File: config.mk
export PLATFORM = sky130hd
export DESIGN_NAME = rxh_hdr_asm
export DESIGN_NICKNAME = d
export VERILOG_FILES = /design/src/rtl/rxh_pkg.sv /design/src/rtl/rxh_hdr_asm.sv
export SDC_FILE = /design/constraint.sdc
export NUM_CORES = 1
export LEC_CHECK = 0
export BUFFER_PORTS_ARGS = -buffer_cell sky130_fd_sc_hd__clkbuf_2
export CAP_MARGIN = 0
export CORE_MARGIN = 5
export CORE_UTILIZATION = 62
export CTS_BUF_LIST = sky130_fd_sc_hd__clkbuf_2 sky130_fd_sc_hd__clkbuf_4 sky130_fd_sc_hd__clkbuf_8
export DETAILED_ROUTE_END_ITERATION = 16
export GPL_TIMING_DRIVEN = 0
export PLACE_DENSITY = 0.86
export SLEW_MARGIN = 10
export SYNTH_ARGS = -nofsm -noshare
export SYNTH_HDL_FRONTEND = slang
export SYNTH_SLANG_ARGS = --single-unit
File: constraint.sdc
create_clock -name clk -period 3.6 [get_ports clk]
set_input_delay 0.72 -clock clk [delete_from_list [all_inputs] [get_ports clk]]
set_output_delay 0.72 -clock clk [all_outputs]
set_load 0.05 [all_outputs]
File: src/rtl/rxh_pkg.sv
package rxh_pkg;

    typedef enum logic [1:0] {
        ACC_BYTE = 2'b00,
        ACC_HALF = 2'b01,
        ACC_WORD = 2'b10,
        ACC_RSVD = 2'b11
    } acc_mode_e;

    typedef enum logic [2:0] {
        ST_IDLE,
        ST_MARK,
        ST_HDR,
        ST_PAY,
        ST_DRAIN,
        ST_HALT
    } scan_st_e;

    typedef struct packed {
        logic [15:0] len;
        logic [15:0] status;
    } frame_hdr_t;

    localparam logic [7:0]  MARK_EMPTY      = 8'h00;
    localparam logic [7:0]  MARK_READY      = 8'h01;
    localparam logic [15:0] STATUS_BAD_MASK = 16'hBF00;
    localparam logic [15:0] RUNT_LIMIT      = 16'd64;
    localparam int STAT_FIFO_BIT   = 8;
    localparam int STAT_CRC_BIT    = 9;
    localparam int STAT_LENERR_BIT = 15;

    localparam int CNT_RUNT   = 0;
    localparam int CNT_LONG   = 1;
    localparam int CNT_FIFO   = 2;
    localparam int CNT_CRC    = 3;
    localparam int CNT_LENERR = 4;
    localparam int NUM_CNT    = 5;

    // index of the final header beat for a mode
    function automatic logic [1:0] hdr_last_idx(acc_mode_e m);
        case (m)
            ACC_HALF: return 2'd1;
            ACC_WORD: return 2'd0;
            default:  return 2'd3;
        endcase
    endfunction

    // beats needed to move len bytes at the given beat width
    function automatic logic [15:0] payload_beats(acc_mode_e m, logic [15:0] len);
        logic [16:0] l;
        l = {1'b0, len};
        case (m)
            ACC_HALF: return 16'((l + 17'd1) >> 1);
            ACC_WORD: return 16'((l + 17'd3) >> 2);
            default:  return len;
        endcase
    endfunction

endpackage

File: src/rtl/rxh_hdr_asm.sv
module rxh_hdr_asm
    import rxh_pkg::*;
(
    input  logic        clk,
    input  logic        rst,
    input  acc_mode_e   mode,
    input  logic        beat_en,
    input  logic [31:0] beat_data,
    output logic        last_beat,
    output frame_hdr_t  hdr_now
);

    logic [1:0]  idx;
    logic [31:0] acc_q;
    logic [31:0] acc_n;

    assign last_beat = (idx == hdr_last_idx(mode));

    always_comb begin
        acc_n = acc_q;
        case (mode)
            ACC_HALF: begin
                if (idx == 2'd0) acc_n[15:0]  = beat_data[15:0];
                else             acc_n[31:16] = beat_data[15:0];
            end
            ACC_WORD: acc_n = beat_data;
            default:  acc_n[{idx, 3'b000} +: 8] = beat_data[7:0];
        endcase
    end

    assign hdr_now = frame_hdr_t'(acc_n);

    always_ff @(posedge clk) begin
        if (rst) begin
            idx   <= 2'd0;
            acc_q <= '0;
        end else if (beat_en) begin
            acc_q <= acc_n;
            idx   <= last_beat ? 2'd0 : idx + 2'd1;
        end
    end

endmodule

* Word-level counts from Yosys, hierarchy flattened
Index checks and enable logic that the tools add are counted.
Word-level totals: register bits 34, memories kept 0, input bits 37, logic and storage cells 16, ROM bits 0, output and inout port bits 33, memory bits (writable) 0, latch bits 0
Operators by class: add/sub/neg operators 2, bitwise operators 0, divide/modulo/power cells 0, $mul 0, mux-type cells 6, shift-type cells 2, reduce and logical (&&, ||, !) cells 1, magnitude comparators 0, eq/ne operators 3
Operator list (count):
- 32-bit case mux with 2 select lines | 1
- 32-bit bitwise mux | 1
- 16-bit 2-to-1 mux | 2
- 8-bit by 7-bit variable shift with 32-bit output (first input constant) | 1
- 8-bit by 7-bit variable part select with 32-bit output | 1
- 5-bit negator with 7-bit output | 1
- 2-bit case mux with 2 select lines | 1
- 2-bit by 1-bit adder with 2-bit output (second input constant) | 1
- 2-bit by 1-bit equality test with 1-bit output (second input constant) | 1
- 2-bit equality test | 1
- 2-bit equality test (second input constant) | 1
- 2-bit logical NOT | 1
- 2-bit 2-to-1 mux | 1

* Depth between registers and ports, before layout
word-level depth 4, gate-level depth with buffers 7, mapped depth without buffers 5

* Least setup slack after synthesis
Ideal clock, no wire load.
path kind input -> output, start in mode[0], end out hdr_now[29] in the netlist's numbering, path buffers 2, stages on the path 7, arrival time 2395 ps, slack 485 ps, cell sequence inv_1 > ha_1 > buf_2 > inv_1 > buf_2 > a221oi_1 > a21oi_1
RTL lines:
- start, declared | line rxh_hdr_asm.sv:6 | input acc_mode_e mode,
- end, declared | line rxh_hdr_asm.sv:10 | output frame_hdr_t hdr_now

==> impl_metrics.env <==
export IMPL_p_int_uw=835
export IMPL_fin_nets=485
export IMPL_relSlewSlack_pct=48.8
export IMPL_drive_above_1_share_pct=40.6
export IMPL_syn_inst=365
export IMPL_fmax_mhz=308
export IMPL_critPathKind="reg -> out"
export IMPL_cts_buffer_depth=2
export IMPL_power_density_nw_per_um2=405
export IMPL_reg2reg_slack_ns=1.49
export IMPL_worstHoldStart="acc_q[7]"
export IMPL_fill_cells=409
export IMPL_synth_area_leaders="a221oi_2, dfxtp_1, a21oi_1, mux2_2, and2_1"
export IMPL_cts_hold_buffers=0
export IMPL_min_path_type="reg -> reg"
export IMPL_portBuffers=68
export IMPL_hold_viol_final=0
export IMPL_status="completed"
export IMPL_synth_edf_count=0
export IMPL_seqPwrFrac_pct=28.7
export IMPL_synth_seq_cells=34
export IMPL_grt_pass1_wl_um=17100
export IMPL_start_kind="flip-flop"
export IMPL_slew_violations=0
export IMPL_drtPass1Iterations=6
export IMPL_comb_power_share_pct=51.1
export IMPL_synth_nets=410
export IMPL_cts_tree="done"
export IMPL_swShare_pct=46.3
export IMPL_end_kind="output pin"
export IMPL_yosys_most_used_dff="dfxtp_1"
export IMPL_grt_max_degree=11
export IMPL_diodes=0
export IMPL_synthesis_area_um2=3320
export IMPL_root_buffer="clkbuf_8"
export IMPL_ant_nets=0
export IMPL_post_route_min_period_ns=3.24
export IMPL_start_util_pct=64.5
export IMPL_gp_congestion=0.924
export IMPL_clock_sinks=34
export IMPL_dp_hpwl_um=7670
export IMPL_cts_made_buffers=5
export IMPL_dieArea_um2=6910
export IMPL_synth_seq_area_share_pct=20.5
export IMPL_rsz0062_at_grt="no"
export IMPL_drv_cap=0
export IMPL_htree_levels=2
export IMPL_r2r_start="idx[0]"
export IMPL_final_util_pct=74.7
export IMPL_synthArstFlopShare_pct=0
export IMPL_grt_usage_pct=29.9
export IMPL_yosysWarnings=0
export IMPL_fin_crit_sh_pct=90.1
export IMPL_arrival_ns=2.52
export IMPL_setup_viol=0
export IMPL_core_um2=5140
export IMPL_grt_pass1_vias=3502
export IMPL_power_leakage_nw=1.61
export IMPL_cts_setup_buffers=0
export IMPL_route_detailed_drc=0
export IMPL_insertion_delay_ns=0.29
export IMPL_tns_ns=0
export IMPL_die_w_um=83.1
export IMPL_switching_power_uw=720
export IMPL_vias=3432
export IMPL_critPathMaxFanout=10
export IMPL_min_to="acc_q[7]"
export IMPL_layout_common_cells="clkbuf_2, a21oi_1, a221oi_2, and2_1, dfxtp_1"
export IMPL_ioPinCount=70
export IMPL_drtIter0Drc=304
export IMPL_worstHoldPathCells=2
export IMPL_area_delta_synth_final_pct=15.8
export IMPL_cts_clk_slew_worst_paths_ns=0.07
export IMPL_grt_overflow_total=0
export IMPL_reg2reg_depth=6
export IMPL_rows=26
export IMPL_ys_types=33
export IMPL_die_height_um=83.1
export IMPL_worst_slew_pin_slew_ns=0.768
export IMPL_wire_per_inst_um=20.6
export IMPL_irDropWorstVdd_mv=0.328
export IMPL_viasPerCell=6.72
export IMPL_synth_top_area_cell="a221oi_2"
export IMPL_routed_wl_um=10500
export IMPL_avgSynthCellArea_um2=9.09
export IMPL_synth_top_area_share_pct=24.9
export IMPL_clock_skew_final_ns=0.00439
export IMPL_timing_rr_end="acc_q[10]"
export IMPL_antenna_found_initial=0
export IMPL_clockPowerShare_pct=20.2
export IMPL_layout_cells_most_common="clkbuf_2"
export IMPL_cts_resized_gates=0
export IMPL_cp_required_ns=2.88
-- cell families (layout without fill, tap and decap cells) --
kind of cell,count (synthesis),count (layout),synth area share [%]
fa+ha+maj,8,8,3.02
buf+inv,44,120,6.90
xor+xnor,2,2,0.528
flops,34,34,20.5
simple gates,82,82,15.0
mux,23,23,7.81
compound gates,172,172,46.2
-- registers in the layout, indices dropped and copies added, names as in the netlist --
name and cells:
idx 2, acc_q 32
-- cell type report --
cell class	instances	area [µm²]	share of cell area (%)
buffer	35	195	5.08
clock buffer	7	90.1	2.35
clock inverter	1	5.00	0.130
inverter	9	33.8	0.880
multi-input combinational	287	2410	62.7
sequential	34	681	17.7
tap	70	87.6	2.28
timing repair buffer	68	340	8.86
-- per-layer routing --
metal	GRT usage (%)	up-vias	share of wire, %
met1	36.6	1660	40
met2	49.2	172	47
met3	6.34	38	9.2
li1	-	1562	-
met4	15.0	0	3.8
met5	0	-	0
-- power by group through the flow --
stage | clock, mW | sequential [mW] | combinational [mW]
after CTS | 0.312 | 0.444 | 0.788
after global routing | 0.329 | 0.449 | 0.840
after detailed placement | 0 | 0.452 | 0.783
final | 0.314 | 0.446 | 0.795
after floorplan | 0 | 0.444 | 0.612
after global placement | 0 | 0.449 | 0.768
-- critical path, cell delays in order, from the launching register on --
cell	delay, ns
dfxtp_1	0.57
inv_1	0.17
ha_1	0.24
buf_4	0.17
nor2b_1	0.33
o21ai_0	0.23
a21oi_1	0.21
clkbuf_2	0.30
-- synthesized netlist by cell type, types with 2 or more instances --
cell type	instances
and2_1	39
inv_1	8
ha_1	8
nor2b_1	8
a21oi_1	64
o211ai_1	2
nand2b_1	2
a221oi_2	55
dfxtp_1	34
buf_4	3
buf_2	12
o21ai_0	8
mux2_2	23
nand2_1	24
clkbuf_1	14
o21bai_1	32
buf_6	5
a221oi_1	9
-- metrics by stage --
stage,cell area [µm²],hold WS [ns],power (mW),setup WS [ns],std cells
2_1_floorplan,3320,0.498,1.06,0.485,365
3_3_place_gp,3740,0.514,1.22,0.520,503
3_5_place_dp,3740,0.529,1.24,0.502,503
4_1_cts,3840,0.539,1.54,0.402,511
5_1_grt,3840,0.560,1.62,0.215,511
6_report,3840,0.543,1.55,0.357,511
-- worst max-delay path by stage --
stage	slack, ns	start	to
finish	0.36	idx[0]	hdr_now[21]
global route	0.22	idx[0]	hdr_now[16]
CTS	0.40	idx[0]	hdr_now[21]
detailed placement	0.50	mode[1]	hdr_now[21]
global placement	0.52	mode[1]	hdr_now[21]
floorplan	0.48	mode[0]	hdr_now[29]
Note: power is estimated with default switching activity, not from simulation.
